File: src/rtl/ide_mmio_pkg.sv
package ide_mmio_pkg;
  typedef enum logic [1:0] {
    SZ_BYTE = 2'b00,
    SZ_HALF = 2'b01,
    SZ_WORD = 2'b10,
    SZ_RSVD = 2'b11
  } acc_size_e;

  localparam int REG_W = 4;
  localparam logic [REG_W-1:0] REG_DATA = 4'd0;
  localparam logic [REG_W-1:0] REG_CTRL = 4'd8;
endpackage

File: src/rtl/ide_mmio_decode.sv
module ide_mmio_decode
  import ide_mmio_pkg::*;
#(
  parameter int IDX_W    = 8,
  parameter int TF_FIRST = 1,
  parameter int TF_LAST  = 7,
  parameter int CTRL_A   = 8,
  parameter int CTRL_B   = 22
) (
  input  logic [IDX_W-1:0] idx_i,
  input  acc_size_e        size_i,
  output logic             hit_o,
  output logic [REG_W-1:0] reg_o,
  output logic             wide_o
);
  logic is_tf, is_ctrl, is_data;

  assign is_tf   = (idx_i >= IDX_W'(TF_FIRST)) && (idx_i <= IDX_W'(TF_LAST));
  assign is_ctrl = (idx_i == IDX_W'(CTRL_A)) || (idx_i == IDX_W'(CTRL_B));
  assign is_data = (idx_i == '0);

  always_comb begin
    hit_o  = 1'b0;
    reg_o  = REG_DATA;
    wide_o = 1'b0;
    unique case (size_i)
      SZ_BYTE: begin
        if (is_tf) begin
          hit_o = 1'b1;
          reg_o = idx_i[REG_W-1:0];
        end else if (is_ctrl) begin
          hit_o = 1'b1;
          reg_o = REG_CTRL;
        end
      end
      SZ_HALF, SZ_WORD: begin
        if (is_data) begin
          hit_o  = 1'b1;
          wide_o = (size_i == SZ_WORD);
        end
      end
      default: ;
    endcase
  end
endmodule

File: src/rtl/ide_mmio_lane_swap.sv
module ide_mmio_lane_swap
  import ide_mmio_pkg::*;
#(
  parameter int DATA_W = 32
) (
  input  acc_size_e         size_i,
  input  logic [DATA_W-1:0] d_i,
  output logic [DATA_W-1:0] q_o
);
  localparam int NB = DATA_W / 8;

  for (genvar i = 0; i < NB; i++) begin : g_lane
    logic [7:0] half_b, byte_b, lane_q;

    if (i < 2) begin : g_half
      assign half_b = d_i[8*(1-i) +: 8];
    end else begin : g_half_zero
      assign half_b = '0;
    end

    if (i == 0) begin : g_byte
      assign byte_b = d_i[7:0];
    end else begin : g_byte_zero
      assign byte_b = '0;
    end

    always_comb begin
      unique case (size_i)
        SZ_HALF: lane_q = half_b;
        SZ_WORD: lane_q = d_i[8*(NB-1-i) +: 8];
        default: lane_q = byte_b;
      endcase
    end

    assign q_o[8*i +: 8] = lane_q;
  end
endmodule

File: src/rtl/ide_mmio_bridge.sv
module ide_mmio_bridge
  import ide_mmio_pkg::*;
#(
  parameter int ADDR_W   = 32,
  parameter int DATA_W   = 32,
  parameter int WIN_W    = 12,
  parameter int STRIDE_W = 4
) (
  input  logic              clk_i,
  input  logic              rst_ni,
  input  logic [ADDR_W-1:0] addr_i,
  input  logic [1:0]        size_i,
  input  logic [DATA_W-1:0] wdata_i,
  input  logic              rd_i,
  input  logic              wr_i,
  output logic [DATA_W-1:0] rdata_o,
  output logic [REG_W-1:0]  dev_reg_o,
  output logic              dev_wide_o,
  output logic              dev_wr_o,
  output logic              dev_rd_o,
  output logic [DATA_W-1:0] dev_wdata_o,
  input  logic [DATA_W-1:0] dev_rdata_i
);
  localparam int IDX_W = WIN_W - STRIDE_W;

  acc_size_e         size_e;
  logic [IDX_W-1:0]  host_idx;
  logic              hit;
  logic [DATA_W-1:0] rd_swapped, miss_val, rdata_q;
  logic              unused_addr_bits;

  assign size_e   = acc_size_e'(size_i);
  assign host_idx = addr_i[WIN_W-1:STRIDE_W];
  assign unused_addr_bits = ^{addr_i[ADDR_W-1:WIN_W], addr_i[STRIDE_W-1:0]};

  ide_mmio_decode #(.IDX_W(IDX_W)) u_decode (
    .idx_i  (host_idx),
    .size_i (size_e),
    .hit_o  (hit),
    .reg_o  (dev_reg_o),
    .wide_o (dev_wide_o)
  );

  ide_mmio_lane_swap #(.DATA_W(DATA_W)) u_wr_swap (
    .size_i (size_e),
    .d_i    (wdata_i),
    .q_o    (dev_wdata_o)
  );

  ide_mmio_lane_swap #(.DATA_W(DATA_W)) u_rd_swap (
    .size_i (size_e),
    .d_i    (dev_rdata_i),
    .q_o    (rd_swapped)
  );

  assign dev_wr_o = wr_i & hit;
  assign dev_rd_o = rd_i & hit;

  // all ones for the access width on a miss
  always_comb begin
    unique case (size_e)
      SZ_BYTE: miss_val = DATA_W'(8'hFF);
      SZ_HALF: miss_val = DATA_W'(16'hFFFF);
      default: miss_val = '1;
    endcase
  end

  always_ff @(posedge clk_i or negedge rst_ni) begin
    if (!rst_ni)   rdata_q <= '0;
    else if (rd_i) rdata_q <= hit ? rd_swapped : miss_val;
  end

  assign rdata_o = rdata_q;

  p_hold_r8: assert property (@(posedge clk_i) disable iff (!rst_ni)
    !rd_i |=> $stable(rdata_o));

  p_byte_miss_r4: assert property (@(posedge clk_i) disable iff (!rst_ni)
    (rd_i && !dev_rd_o && size_e == SZ_BYTE) |=> (rdata_o == DATA_W'(8'hFF)));

  p_word_miss_r6: assert property (@(posedge clk_i) disable iff (!rst_ni)
    (rd_i && !dev_rd_o && size_e == SZ_WORD) |=> (rdata_o == '1));

  p_wide_data_r5: assert property (@(posedge clk_i) disable iff (!rst_ni)
    ((dev_rd_o || dev_wr_o) && size_e != SZ_BYTE) |-> (dev_reg_o == REG_DATA));

  p_wide_flag_r5: assert property (@(posedge clk_i) disable iff (!rst_ni)
    dev_wide_o |-> (size_e == SZ_WORD));

  p_taskfile_r2: assert property (@(posedge clk_i) disable iff (!rst_ni)
    ((dev_rd_o || dev_wr_o) && size_e == SZ_BYTE && host_idx >= 1 && host_idx <= 7)
      |-> (dev_reg_o == host_idx[REG_W-1:0]));

  p_alias_r3: assert property (@(posedge clk_i) disable iff (!rst_ni)
    ((dev_rd_o || dev_wr_o) && size_e == SZ_BYTE && (host_idx == 8 || host_idx == 22))
      |-> (dev_reg_o == REG_CTRL));

  p_half_swap_r7: assert property (@(posedge clk_i) disable iff (!rst_ni)
    (dev_wr_o && size_e == SZ_HALF)
      |-> (dev_wdata_o[7:0] == wdata_i[15:8] && dev_wdata_o[15:8] == wdata_i[7:0]));

  p_strobe_r9: assert property (@(posedge clk_i) disable iff (!rst_ni)
    !(dev_rd_o && dev_wr_o) || (rd_i && wr_i));
endmodule

File: config.mk
export PLATFORM = sky130hd
export DESIGN_NAME = ide_mmio_bridge
export DESIGN_NICKNAME = d
export VERILOG_FILES = /design/src/rtl/ide_mmio_pkg.sv /design/src/rtl/ide_mmio_decode.sv /design/src/rtl/ide_mmio_lane_swap.sv /design/src/rtl/ide_mmio_bridge.sv
export SDC_FILE = /design/constraint.sdc
export NUM_CORES = 1
export LEC_CHECK = 0
export BUFFER_PORTS_ARGS = -buffer_cell sky130_fd_sc_hd__buf_2
export CORE_MARGIN = 2
export CORE_UTILIZATION = 36
export CTS_CLUSTER_DIAMETER = 40
export CTS_CLUSTER_SIZE = 28
export DETAILED_ROUTE_END_ITERATION = 7
export PLACE_DENSITY_LB_ADDON = 0.12
export SLEW_MARGIN = 20
export SYNTH_ARGS = -nofsm -noshare
export SYNTH_HDL_FRONTEND = slang
export SYNTH_SLANG_ARGS = --single-unit
File: constraint.sdc
create_clock -name clk_i -period 1.46 [get_ports clk_i]
set_input_delay 0 -clock clk_i [delete_from_list [all_inputs] [get_ports clk_i]]
set_output_delay 0 -clock clk_i [all_outputs]
set_load 0.01 [all_outputs]
==> run metrics, run 1 <==
Met2 Wirelength=3760 um; Area growth, synth to finish=59.2%; period utilization=~100%; initial antenna violation count=0; antenna cells=0; cell taking the most area after synthesis=dfrtp_1; DR iter-0 viols=130; Die Wd=between 80 and 90 um; Cell Rows=28; Initial Util=between 30% and 40%; P_sw=0.792 mW; Clock Tree Root=clkbuf_8; Hold Crit Class=in2reg; Worst path depth=7; CP endpoint kind=output pin; Reg2Reg Depth=1; achievable frequency=around 0.69 GHz; Synth Flop Type=dfrtp_1; DRC viols=0; core region area=between 5000 and 6000 um^2; pwr/cell area=770 nW/um^2; CTS Buffer Depth=2; Post-DP Area=around 3100 um^2; slew margin rel.=between 50% and 60%; Gate Count Post-Synth=233; GRT Total Usage=about 22%; Routed WL=around 7500 um; P_leak=~1.6 nW; Synth Area per Inst=9.18 um^2; Design Area, Final=between 3000 and 4000 um^2; GP Congestion=between 0.8 and 0.9; M1 WL=about 3000 um; status=finished, final reports clean; Final nets=509; most frequent cells in the layout=buf_2 (145), dfrtp_1 (32), nor2_1 (25); async set or reset register ratio after synthesis=between 90% and 100%; number of I/O port buffers=between 100 and 150; Clock power frac=between 30% and 40%; Routed Antenna Nets=0; Crit path required time=between 1 and 1.5 ns; CP max FO=4; final hold vios=0; cell mode on critical path=buf_6; switching share of power=between 30% and 40%; HPWL after DPL=between 5000 and 6000 um; TritonCTS Buffers=5; Yosys warning count=0; drt pass-1 iters=4; hold path depth=2; unrepaired setup endpoints after global routing=true; drt wl/cell=between 15 and 20 um; maximum vdd drop=roughly 0.57 mV; worst-skew pair later-pin latency=between 0.2 and 0.3 ns; Setup-failing EPs final=0; Buf+Inv Stages, Crit Path=4; DR top layer=met4; # IOs=approximately 170; Worst-Margin Slew=between 0.7 and 0.8 ns; Die ar.=6580 um^2; setup TNS=0 ns; H-Tree Depth=2; post-DR vias/cell=5.33; TritonCTS clock tree=built; top cells by area, synth=dfrtp_1 (37%), a22oi_1 (8.4%), a221o_1 (4.7%), and2_1 (4.7%), nor2_1 (4.4%); synthesized flop and latch total=32; cell area after synthesis=roughly 2100 um^2; post-route minimum period=between 1 and 1.5 ns; metal3 WL=around 560 um; post-synth top area share=between 30% and 40%; Post-synth EDFFs=0; CP delay by family, top=simple AND/OR/NAND/NOR gates; max reg flops=32; first-pass GRT wire length=11,400 um; Worst EP arrival=1.46 ns; Vias=2,546; pin count of the biggest net entering global routing=43; Pins Over Slew Limit=0; Reg power frac=between 30% and 40%; Internal=between 1.5 and 2 mW; clk sink count=32; synth unique cells=38; Die H=roughly 81 um; WS Path Type=in2out; vias in the first global route=2,467; Overflow after GRT=0; slowest CP cell=or4b_4; clock slew at reported path FFs=around 0.07 ns; Comb power frac=between 20% and 30%; Max-Cap Viols=0; Critical Path Max Stage Delay=around 0.55 ns; cells along the critical path=buf_6, or4b_4, a2111oi_4, buf_4, buf_6, o21a_1, buf_2; Seq/Total Area, Yosys=37.4%; fraction of layout cells with a size suffix above 1=52.1%; Final Skew=0 ns; Net Count, Synth=340; commonest non-fill, non-tap cell in the layout=buf_2; Setup crit start kind=primary input
## per-stage QoR
stage	hold slack [ns]	total power [mW]	worst slack (ns)	util (%)	cells
final	0.0109	2.62	0.00358	58.6	478
after global routing	0.000596	2.76	-0.0372	58.6	478
after CTS	0.00135	2.64	0.00173	58.8	478
after detailed placement	0.0967	1.75	-0.273	53.8	454
after global placement	0.0816	1.75	-0.222	53.8	454
after floorplan	-0.296	1.39	-0.161	-	233
## power by group through the flow
stage / registers [mW] / logic, mW / clock network [mW]
5_1_grt: 1.00 / 0.856 / 0.902
3_5_place_dp: 1.01 / 0.744 / 0
3_3_place_gp: 1.01 / 0.737 / 0
6_report: 0.995 / 0.773 / 0.855
4_1_cts: 0.996 / 0.778 / 0.864
2_1_floorplan: 1.04 / 0.356 / 0
## synthesized netlist by cell type, drive strengths merged, types with 2 or more instances
| cell | instances |
|---|---|
| o211a | 2 |
| and3 | 3 |
| nand2 | 8 |
| o21a | 2 |
| o211ai | 8 |
| buf | 6 |
| clkbuf | 16 |
| a31oi | 8 |
| ha | 5 |
| a22o | 8 |
| o21ai | 8 |
| nor2 | 25 |
| dfrtp | 32 |
| inv | 4 |
| a221o | 16 |
| or3 | 3 |
| a22oi | 24 |
| nor3 | 4 |
| a21oi | 16 |
| nor2b | 9 |
| and2 | 16 |
## layer usage
layer	global-route usage, %	up-vias
met3	4.89	19
met4	9.32	0
met5	0	-
li1	-	1223
met2	38.8	127
met1	26.9	1177
## area by class of cell
type	count	area [um^2]
clock buffers	5	68.8
inverters	4	25.0
clock inverters	3	42.5
fillers	558	2410
well taps	75	93.8
flip-flops and latches	32	801
repair buffers	185	1080
multi-input cells	174	1300
## cells by family (layout without fill, tap and decap cells)
kind of cell,Yosys count,count (layout),share of synthesized area [%]
AO/OA/AOI/OAI,96,96,35.1
AND/OR/NAND/NOR,73,73,18.5
flip-flops,32,32,37.4
buffers and inverters,27,197,5.96
adder cells (fa/ha/maj),5,5,2.92
## repair_timing
item                       CTS  global route
resized for setup            5             0
setup endpoints to repair    1            26
pin swaps                    2             3
gates cloned                 0             0
buffers inserted             2             2
hold buffers                14             0
hold endpoints to repair    45             0
## worst paths after layout
check	start	to	slack, ns
worst max-delay path	addr_i[8]	dev_wr_o	0.004
worst min-delay path	dev_rdata_i[3]	rdata_o[27]	0.01
worst max register to register	rdata_o[18]	rdata_o[18]	0.57
worst min register to register	rdata_o[2]	rdata_o[2]	0.51
max in group asynchronous	rst_ni	rdata_o[19]	0.69
min in group asynchronous	rst_ni	rdata_o[12]	0.30
(Power assumes the default switching activity.)
==> run 2: changes to the inputs <==
--- a/config.mk
+++ b/config.mk
@@ -6,8 +6,7 @@
 export NUM_CORES = 1
 export LEC_CHECK = 0
 export BUFFER_PORTS_ARGS = -buffer_cell sky130_fd_sc_hd__buf_2
-export CORE_MARGIN = 2
-export CORE_UTILIZATION = 36
+export CORE_UTILIZATION = 37
 export CTS_CLUSTER_DIAMETER = 40
 export CTS_CLUSTER_SIZE = 28
 export DETAILED_ROUTE_END_ITERATION = 7
@@ -15,4 +14,5 @@
 export SLEW_MARGIN = 20
 export SYNTH_ARGS = -nofsm -noshare
 export SYNTH_HDL_FRONTEND = slang
+export SYNTH_HIERARCHICAL = 1
 export SYNTH_SLANG_ARGS = --single-unit
==> constraint.sdc (replaced) <==
create_clock -name clk_i -period 1.46 [get_ports clk_i]
set_input_delay 0.292 -clock clk_i [delete_from_list [all_inputs] [get_ports clk_i]]
set_output_delay 0.292 -clock clk_i [all_outputs]
set_load 0.01 [all_outputs]
==> run metrics, run 2 <==
Yosys warning count=6 (was 0); initial antenna violation count=0 (unchanged); slew margin rel.=77.0% (was 51.6%); WS Path Type=in2out (unchanged); synth unique cells=29 (was 38); Synth Area per Inst=7.99 um^2 (was 9.18 um^2); commonest non-fill, non-tap cell in the layout=buf_2 (unchanged); GP Congestion=0.849 (was 0.819); CP max FO=5 (was 4); Pins Over Slew Limit=0 (unchanged); number of I/O port buffers=148 (unchanged); # IOs=173 (unchanged); GRT met2 Usage=39.7% (was 38.8%); DR iter-0 viols=105 (was 130); post-DR vias/cell=5.11 (was 5.33); cell taking the most area after synthesis=dfrtp_1 (unchanged); Max-Cap Viols=0 (unchanged); synthesized flop and latch total=32 (unchanged); Worst EP arrival=1.87 ns (was 1.46 ns); fraction of layout cells with a size suffix above 1=57.3% (was 52.1%); antenna cells=0 (unchanged); total power=2.68 mW (was 2.62 mW); grt peak-use layer=met2 (unchanged); Seq/Total Area, Yosys=33.3% (was 37.4%); GRT Total Usage=23.3% (was 22.4%); Cell Rows=29 (was 28); grt met3 use=4.51% (was 4.89%); Routed WL=8260 um (was 7460 um); most frequent cells in the layout=buf_2 (131), nor2_1 (39), dfrtp_1 (32) (was buf_2 (145), dfrtp_1 (32), nor2_1 (25)); pin count of the biggest net entering global routing=33 (was 43); clk sink count=32 (unchanged); met1 Resource Use GR=29.5% (was 26.9%); P_leak=1.95 nW (was 1.64 nW); Setup-failing EPs final=71 (was 0); Vias=2,856 (was 2,546); core region area=6310 um^2 (was 5820 um^2); DRC viols=0 (unchanged); Die Wd=82.6 um (was 81.1 um); Area growth, synth to finish=78.5% (was 59.2%); worst-skew pair later-pin latency=0.29 ns (was 0.28 ns); failing checks=setup timing; setup ws final=-0.707 ns (was 0.00358 ns); TritonCTS clock tree=built (unchanged); Worst-Margin Slew=0.343 ns (was 0.726 ns); async set or reset register ratio after synthesis=100% (unchanged); Fillers=532 (was 558); final hold slack=0.396 ns (was 0.0109 ns); multi-input logic area=1740 um^2 (was 1300 um^2); achievable frequency=0.462 GHz (was 0.687 GHz); unrepaired setup endpoints after global routing=true (unchanged); Synth Flop Type=dfrtp_1 (unchanged); Die ar.=6830 um^2 (was 6580 um^2); clock slew at reported path FFs=0.06 ns (was 0.07 ns); Core Util, Final=68.0% (was 58.6%); most frequent cell after synthesis=nor2_1 (was dfrtp_1); CTS Buffer Depth=2 (unchanged); max reg flops=32 (unchanged); setup TNS=-25.33 ns (was 0 ns); TritonCTS Buffers=5 (unchanged); H-Tree Depth=2 (unchanged); Post-synth EDFFs=0 (unchanged); Die H=82.6 um (was 81.1 um); HPWL after DPL=5590 um (was 5680 um); post-synth top area share=33.3% (was 37.4%); Final nets=591 (was 509); CP endpoint kind=output pin (unchanged); Clock Tree Root=clkbuf_8 (unchanged); cell area after synthesis=2400 um^2 (was 2140 um^2); Gate Count Post-Synth=301 (was 233); top cells by area, synth=dfrtp_1 (33%), and2_1 (9.6%), a22oi_1 (9.4%), a31oi_1 (6.5%), nor2_1 (6.4%) (was dfrtp_1 (37%), a22oi_1 (8.4%), a221o_1 (4.7%), and2_1 (4.7%), nor2_1 (4.4%)); Crit path required time=1.17 ns (was 1.46 ns); drt wl/cell=14.8 um (was 15.6 um); Hold Crit Class=in2reg (unchanged); period utilization=148% (was 99.8%); Routed Antenna Nets=0 (unchanged); Net Count, Synth=410 (was 340); Design Area, Final=4290 um^2 (was 3410 um^2); Overflow after GRT=0 (unchanged); drt pass-1 iters=4 (unchanged); pwr/cell area=624 nW/um^2 (was 770 nW/um^2); status=finished, violations left (was finished, final reports clean); Post-DP Area=3420 um^2 (was 3130 um^2); Initial Util=38.1% (was 36.8%); post-route minimum period=2.17 ns (was 1.46 ns); Final Skew=0 ns (unchanged); first-pass GRT wire length=12,000 um (was 11,400 um); most common library cells after synthesis=nor2_1 (41), and2_1 (37), nand2_1 (33), dfrtp_1 (32), a22oi_1 (30) (was dfrtp_1 (32), nor2_1 (25), a22oi_1 (24), a21oi_1 (16), and2_1 (16)); vias in the first global route=2,602 (was 2,467); register area=801 um^2 (unchanged); Setup crit start kind=primary input (unchanged); maximum vdd drop=0.507 mV (was 0.569 mV); final hold vios=0 (unchanged)
[run 2: worst paths after layout]
kind | startpoint | endpoint | slack (ns) | depth (start not counted)
worst max-delay path | size_i[0] | dev_rd_o | -0.71 | 9
worst min-delay path | dev_rdata_i[2] | rdata_o[2] | 0.40 | 5
worst max register to register | rdata_o[15] | rdata_o[15] | 0.65 | 2
worst min register to register | rdata_o[30] | rdata_o[30] | 0.53 | 2
max in group asynchronous | rst_ni | rdata_o[21] | 0.80 | 3
min in group asynchronous | rst_ni | rdata_o[24] | 0.48 | 3
[run 2: repair_timing]
| action | in CTS | in global routing |
|---|---|---|
| resized for setup | 75 | 39 |
| cloned | 7 | 1 |
| hold buffers | 1 | 0 |
| endpoints found under the setup margin | 71 | 71 |
| pin swaps | 11 | 5 |
| buffers inserted | 6 | 6 |
| endpoints found under the hold margin | 32 | 0 |
[run 2: logic make-up (layout without fill, tap and decap cells)]
family                   Yosys count  after routing  share of synthesized area [%]
multiplexers                       1              1                          0.416
buffers and inverters             41            222                           10.1
flip-flops                        32             32                           33.3
AO/OA/AOI/OAI                     82             82                           23.8
adder cells (fa/ha/maj)            7              7                           3.64
AND/OR/NAND/NOR                  138            138                           28.7
[run 2: area by class of cell]
class                           instances  share of cell area [%]
Timing Repair Buffer                  201                    35.0
Tap cell                               77                    2.24
Clock inverter                          1                   0.117
Multi-Input combinational cell        228                    40.4
Sequential cell                        32                    18.7
Inverter                               14                    1.87
Clock buffer                            6                    1.69
[run 2: where the power goes]
group          internal (mW)  switching (mW)  total [mW]
clock                  0.324           0.328       0.652
sequential             0.950          0.0318       0.982
combinational          0.538           0.508        1.05
total                   1.81           0.868        2.68
[run 2: metal layers]
layer | share of wire [%] | vias to the layer above
met5 | 0 | -
met4 | 1.2 | 0
met3 | 7.7 | 7
met2 | 48 | 121
met1 | 43 | 1327
li1 | - | 1401
[run 2: stage by stage]
stage          setup WS (ns)  cells
2_1_floorplan         -0.763    301
3_3_place_gp          -0.898    532
3_5_place_dp          -0.934    532
4_1_cts               -0.711    553
5_1_grt               -0.761    559
6_report              -0.707    559
[run 2: worst max-delay path, cell delays in order]
cell and delay (ns):
buf_8 0.11, clkinv_8 0.04, ha_4 0.11, or4b_4 0.45
or2_4 0.26, o32ai_4 0.24, buf_12 0.15, and2_4 0.13
buf_6 0.09
